--- config.mk ---
export PLATFORM = sky130hd
export DESIGN_NAME = avi_iack_responder
export DESIGN_NICKNAME = d
export VERILOG_FILES = /design/src/rtl/avi_pkg.sv /design/src/rtl/avi_rst_sync.sv /design/src/rtl/avi_cycle_detect.sv /design/src/rtl/avi_level_decode.sv /design/src/rtl/avi_vector_calc.sv /design/src/rtl/avi_iack_responder.sv
export SDC_FILE = /design/constraint.sdc
export NUM_CORES = 1
export LEC_CHECK = 0
export CORE_MARGIN = 2
export CORE_UTILIZATION = 33
export CTS_CLUSTER_DIAMETER = 60
export DETAILED_ROUTE_END_ITERATION = 6
export PLACE_DENSITY_LB_ADDON = 0.25
export SLEW_MARGIN = 30
export SYNTH_ARGS = -nofsm -noshare
export SYNTH_HDL_FRONTEND = slang
export SYNTH_SLANG_ARGS = --single-unit
--- constraint.sdc ---
create_clock -name clk -period 2.6 [get_ports clk]
set_input_delay 0.78 -clock clk [delete_from_list [all_inputs] [get_ports clk]]
set_output_delay 0.78 -clock clk [all_outputs]
set_load 0.005 [all_outputs]
--- src/rtl/avi_pkg.sv ---
package avi_pkg;

  localparam int FC_W      = 3;
  localparam int LVL_W     = 3;
  localparam int NUM_LVL   = 1 << LVL_W;
  localparam int VEC_BASE  = 24;
  localparam int ADDR_SHIFT = 2;

  localparam logic [FC_W-1:0] FC_IACK = '1;

  typedef struct packed {
    logic             hit;
    logic [LVL_W-1:0] lvl;
    logic             irq;
  } iack_cap_t;

endpackage

--- src/rtl/avi_rst_sync.sv ---
module avi_rst_sync #(
  parameter int STAGES = 2
) (
  input  logic clk,
  input  logic rst_n,
  output logic rst_sync_n
);

  logic [STAGES-1:0] chain_q;

  always_ff @(posedge clk or negedge rst_n) begin
    if (!rst_n) begin
      chain_q <= '0;
    end else begin
      chain_q <= {chain_q[STAGES-2:0], 1'b1};
    end
  end

  assign rst_sync_n = chain_q[STAGES-1];

endmodule

--- src/rtl/avi_cycle_detect.sv ---
module avi_cycle_detect
  import avi_pkg::*;
(
  input  logic             clk,
  input  logic             rst_n,
  input  logic [FC_W-1:0]  fc_i,
  input  logic             as_n_i,
  input  logic [LVL_W-1:0] lvl_i,
  input  logic             irq_n_i,
  output iack_cap_t        cap_o
);

  iack_cap_t cap_d;
  iack_cap_t cap_q;
  logic      cap_en;

  always_comb begin
    cap_en    = 1'b1;
    cap_d.hit = (fc_i == FC_IACK) && !as_n_i;
    cap_d.lvl = cap_d.hit ? lvl_i : '0;
    cap_d.irq = !irq_n_i;
  end

  always_ff @(posedge clk or negedge rst_n) begin
    if (!rst_n) begin
      cap_q <= '0;
    end else if (cap_en) begin
      cap_q <= cap_d;
    end
  end

  assign cap_o = cap_q;

endmodule

--- src/rtl/avi_level_decode.sv ---
module avi_level_decode
  import avi_pkg::*;
(
  input  logic               hit_i,
  input  logic [LVL_W-1:0]   lvl_i,
  output logic [NUM_LVL-1:0] sel_n_o
);

  for (genvar g = 0; g < NUM_LVL; g++) begin : g_sel
    assign sel_n_o[g] = !(hit_i && (lvl_i == LVL_W'(g)));
  end

endmodule

--- src/rtl/avi_vector_calc.sv ---
module avi_vector_calc
  import avi_pkg::*;
#(
  parameter int VEC_W  = 8,
  parameter int ADDR_W = 10
) (
  input  logic              hit_i,
  input  logic [LVL_W-1:0]  lvl_i,
  output logic [VEC_W-1:0]  vec_o,
  output logic [ADDR_W-1:0] addr_o
);

  logic valid;

  always_comb begin
    valid  = hit_i && (lvl_i != '0);
    vec_o  = valid ? (VEC_W'(VEC_BASE) + VEC_W'(lvl_i)) : '0;
    addr_o = ADDR_W'(vec_o) << ADDR_SHIFT;
  end

endmodule

--- src/rtl/avi_iack_responder.sv ---
module avi_iack_responder
  import avi_pkg::*;
#(
  parameter int CFG_LEVEL = 6,
  parameter int VEC_W     = 8,
  parameter int ADDR_W    = 10
) (
  input  logic               clk,
  input  logic               rst_n,
  input  logic [FC_W-1:0]    fc_i,
  input  logic               as_n_i,
  input  logic [LVL_W-1:0]   lvl_i,
  input  logic               irq_n_i,
  output logic [NUM_LVL-1:0] lvl_sel_n_o,
  output logic               vpa_n_o,
  output logic [VEC_W-1:0]   vec_num_o,
  output logic [ADDR_W-1:0]  vec_addr_o
);

  localparam bit CFG_OK  = (CFG_LEVEL >= 1) && (CFG_LEVEL < NUM_LVL);
  localparam int CFG_IDX = CFG_OK ? CFG_LEVEL : 0;

  logic      rst_sync_n;
  iack_cap_t cap;
  logic      own_sel;

  avi_rst_sync #(.STAGES(2)) rst_i (
    .clk        (clk),
    .rst_n      (rst_n),
    .rst_sync_n (rst_sync_n)
  );

  avi_cycle_detect det_i (
    .clk     (clk),
    .rst_n   (rst_sync_n),
    .fc_i    (fc_i),
    .as_n_i  (as_n_i),
    .lvl_i   (lvl_i),
    .irq_n_i (irq_n_i),
    .cap_o   (cap)
  );

  avi_level_decode dec_i (
    .hit_i   (cap.hit),
    .lvl_i   (cap.lvl),
    .sel_n_o (lvl_sel_n_o)
  );

  avi_vector_calc #(.VEC_W(VEC_W), .ADDR_W(ADDR_W)) vec_i (
    .hit_i  (cap.hit),
    .lvl_i  (cap.lvl),
    .vec_o  (vec_num_o),
    .addr_o (vec_addr_o)
  );

  assign own_sel = CFG_OK && !lvl_sel_n_o[CFG_IDX];
  assign vpa_n_o = !(own_sel && cap.irq && !as_n_i);

endmodule

==> impl_metrics.json <==
{
  "status": "completed",
  "initial_utilization_pct": 34.9,
  "ys_seq_area_share_pct": 39.5,
  "wl_met1_um": 260,
  "post-route-util_pct": 52.8,
  "holdBufCountCts": 0,
  "synthSimpleGateAreaFrac_pct": 28.0,
  "hold_path.class": "register to asynchronous set/reset pin",
  "antenna_found_initial": 0,
  "yosysMostFrequentCell": "buf_4",
  "drc": 0,
  "finalSetupTns_ns": 0,
  "synth_top_family_by_area": "buffers and inverters",
  "rows": 13,
  "yosysTopAreaCell": "dfrtp_1",
  "ys_dominant_reg_cell": "dfrtp_1",
  "cts_root_buf": "clkbuf_4",
  "num_vias": 336,
  "antenna_cells": 0,
  "grt-ovfl-total": 0,
  "path_cells": "clkdlybuf4s50_1 -> nand4b_2 -> dlygate4sd2_1",
  "power.density_mw_per_mm2": 350,
  "grt_setup_unrepaired": "false",
  "synth_edf_count": 0,
  "synth_cells": 47,
  "drtIter0Drc": 3,
  "grt_pass1_wl_um": 986,
  "cts_tree": "done",
  "top_layer_used": "met3",
  "criticalPathCategory": "primary input to output pin",
  "leakage_nw": 0.309,
  "stdcell_count": 85,
  "crit_slowest_cell": "clkdlybuf4s50_1",
  "grt_max_degree": 8,
  "end_kind": "output pin",
  "fmax_ghz": 0.413,
  "placed_cells": 81,
  "syn_to_final_growth_pct": 51.1,
  "vias_per_cell": 3.95,
  "firstDrtPassIters": 2,
  "wl_per_cell_um": 8.02,
  "clock-sinks": 7,
  "die_x_um": 40.6,
  "port_buffers": 28,
  "ant_nets": 0,
  "worstPathArrival_ns": 1.64,
  "gp_congestion": 0.611,
  "slew_viol_final": 0,
  "yosysUniqueCellTypes": 15,
  "htree_levels": 1,
  "finalHoldViolCount": 0,
  "final_nets": 81,
  "synth_fa_ha_area_share_pct": 0,
  "placed_cell_area_um2": 644,
  "ys_top_cells_by_area": "dfrtp_1 (40%), buf_4 (25%), and2_1 (8.5%)",
  "pwr-share-comb_pct": 9.7,
  "async_flop_share_pct": 100,
  "vdd_drop_max_mv": 0.313,
  "fin_crit_ns": 2.42,
  "rr_startpoint": "rst_i.chain_q[0]$_DFF_PN0_",
  "grt_pass1_vias": 250,
  "netSwitchingPower_mw": 0.0478,
  "cpPeakStageDelay_ns": 0.41,
  "fillers": 124,
  "setup_violations": 0,
  "ys_ff_latch": 7,
  "swShare_pct": 20.4,
  "whs_ns": 0.0713,
  "numCtsBuffers": 3,
  "synth.top_cell.area_share_pct": 39.5,
  "path_clk_slew_ns": 0.05,
  "fin_crit_sh_pct": 93.1,
  "track_usage_pct": 9.36,
  "clkPwrFrac_pct": 40.9,
  "path_max_fanout": 2,
  "regArea_um2": 175,
  "die-area_mm2": 0.00165,
  "finalInstanceArea_um2": 669,
  "wl_met3_um": 84,
  "core_mm2": 0.00127,
  "synth_area_um2": 443,
  "synthMuxAreaShare_pct": 0,
  "startpoint_type": "primary input",
  "yosysWarnings": 0,
  "pwr-share-seq_pct": 49.4,
  "wl_met2_um": 337,
  "clk_path_buf_depth": 2,
  "final_layout_size_suffix_gt1_share_pct": 8.57,
  "die_h_um": 40.6,
  "dp_hpwl_um": 588,
  "worstSkewPairLatency_ns": 0.24,
  "post_cts_buffers": 0,
  "multiInputGateArea_um2": 166,
  "wirelength_um": 682,
  "synth_common_cells": "buf_4 (15), dfrtp_1 (7), and2_1 (6), nand2_1 (6)",
  "cell_internal_pwr_mw": 0.187,
  "synth-xor-area-share_pct": 0,
  "synth_compound_area_share_pct": 1.98,
  "cap_violations": 0,
  "io_pins": 37,
  "crit_start": "as_n_i",
  "crit_required_ns": 1.82,
  "finClkSkew_ns": 0.00161,
  "synth.avg_cell_area_um2": 9.42
}
-- cell type report --
class / count / area share (%)
Clock buffer: 4 / 3.93
Inverter: 1 / 0.561
Sequential cell: 7 / 26.2
Multi-Input combinational cell: 30 / 24.9
Timing Repair Buffer: 28 / 41.7
Tap cell: 15 / 2.80
-- worst max-delay path: cells and delay by family --
kind                   cells  cell delay [ns]
buffers and inverters      2             0.68
AND/OR/NAND/NOR            1             0.19
-- final timing paths --
kind                                               to  slack, ns  cells after the start
setup reg to reg           rst_i.chain_q[1]$_DFF_PN0_       2.13                      0
setup / recovery                              vpa_n_o       0.18                      3
hold reg to reg              det_i.cap_o[1]$_DFF_PN0_       0.07                      0
min in group clk           rst_i.chain_q[1]$_DFF_PN0_       0.36                      0
max in group asynchronous  rst_i.chain_q[0]$_DFF_PN0_       1.79                      1
hold / removal               det_i.cap_o[1]$_DFF_PN0_       0.07                      0
-- layout by cell type (no fill, tap or decap) --
| master | count |
|---|---|
| clkbuf_4 | 3 |
| nand4b_2 | 1 |
| dfrtp_1 | 7 |
| and4b_2 | 1 |
| and2b_4 | 1 |
| and2_1 | 6 |
| o31a_1 | 1 |
| clkbuf_1 | 1 |
| conb_1 | 9 |
| nand2_1 | 6 |
| nor2b_1 | 1 |
| inv_1 | 1 |
| nand3_1 | 2 |
| nor2_1 | 1 |
| clkdlybuf4s50_1 | 27 |
| and2b_1 | 1 |
| dlygate4sd2_1 | 1 |
-- per-stage QoR --
step | total power [mW] | worst slack [ns]
6_report | 0.235 | 0.180
5_1_grt | 0.247 | 0.125
4_1_cts | 0.240 | 0.174
3_5_place_dp | 0.141 | -0.0387
3_3_place_gp | 0.140 | -0.0340
2_1_floorplan | 0.133 | 0.860
-- sequential cells by signal, summed over array words and instances (netlist names) --
name and flops:
det_i.cap_o 5, rst_i.chain_q 2
-- power groups by stage --
stage               clock network (mW)  registers (mW)  logic [mW]
floorplan                            0           0.117      0.0160
global placement                     0           0.118      0.0223
detailed placement                   0           0.118      0.0226
CTS                              0.102           0.116      0.0226
global route                     0.104           0.117      0.0262
finish                          0.0959           0.116      0.0228
-- per-layer routing --
| metal | up-vias | global-route usage, % |
|---|---|---|
| met3 | 0 | 4.89 |
| li1 | 167 | - |
| met1 | 149 | 10.5 |
| met2 | 20 | 14.3 |
| met4 | 0 | 5.00 |
| met5 | - | 0 |
-- logic make-up (layout without fill, tap and decap cells) --
group                  after synthesis  count (layout)
AOI/OAI and AO/OA                    1               1
buffers and inverters               17              33
other                                2               9
DFF                                  7               7
and+or+nand+nor                     20              20
-- what timing repair did --
item                       in CTS  in global routing
hold endpoints to repair        0                  0
resized for setup               1                  0
setup endpoints to repair       1                  0
Note: power is estimated with default switching activity, not from simulation.
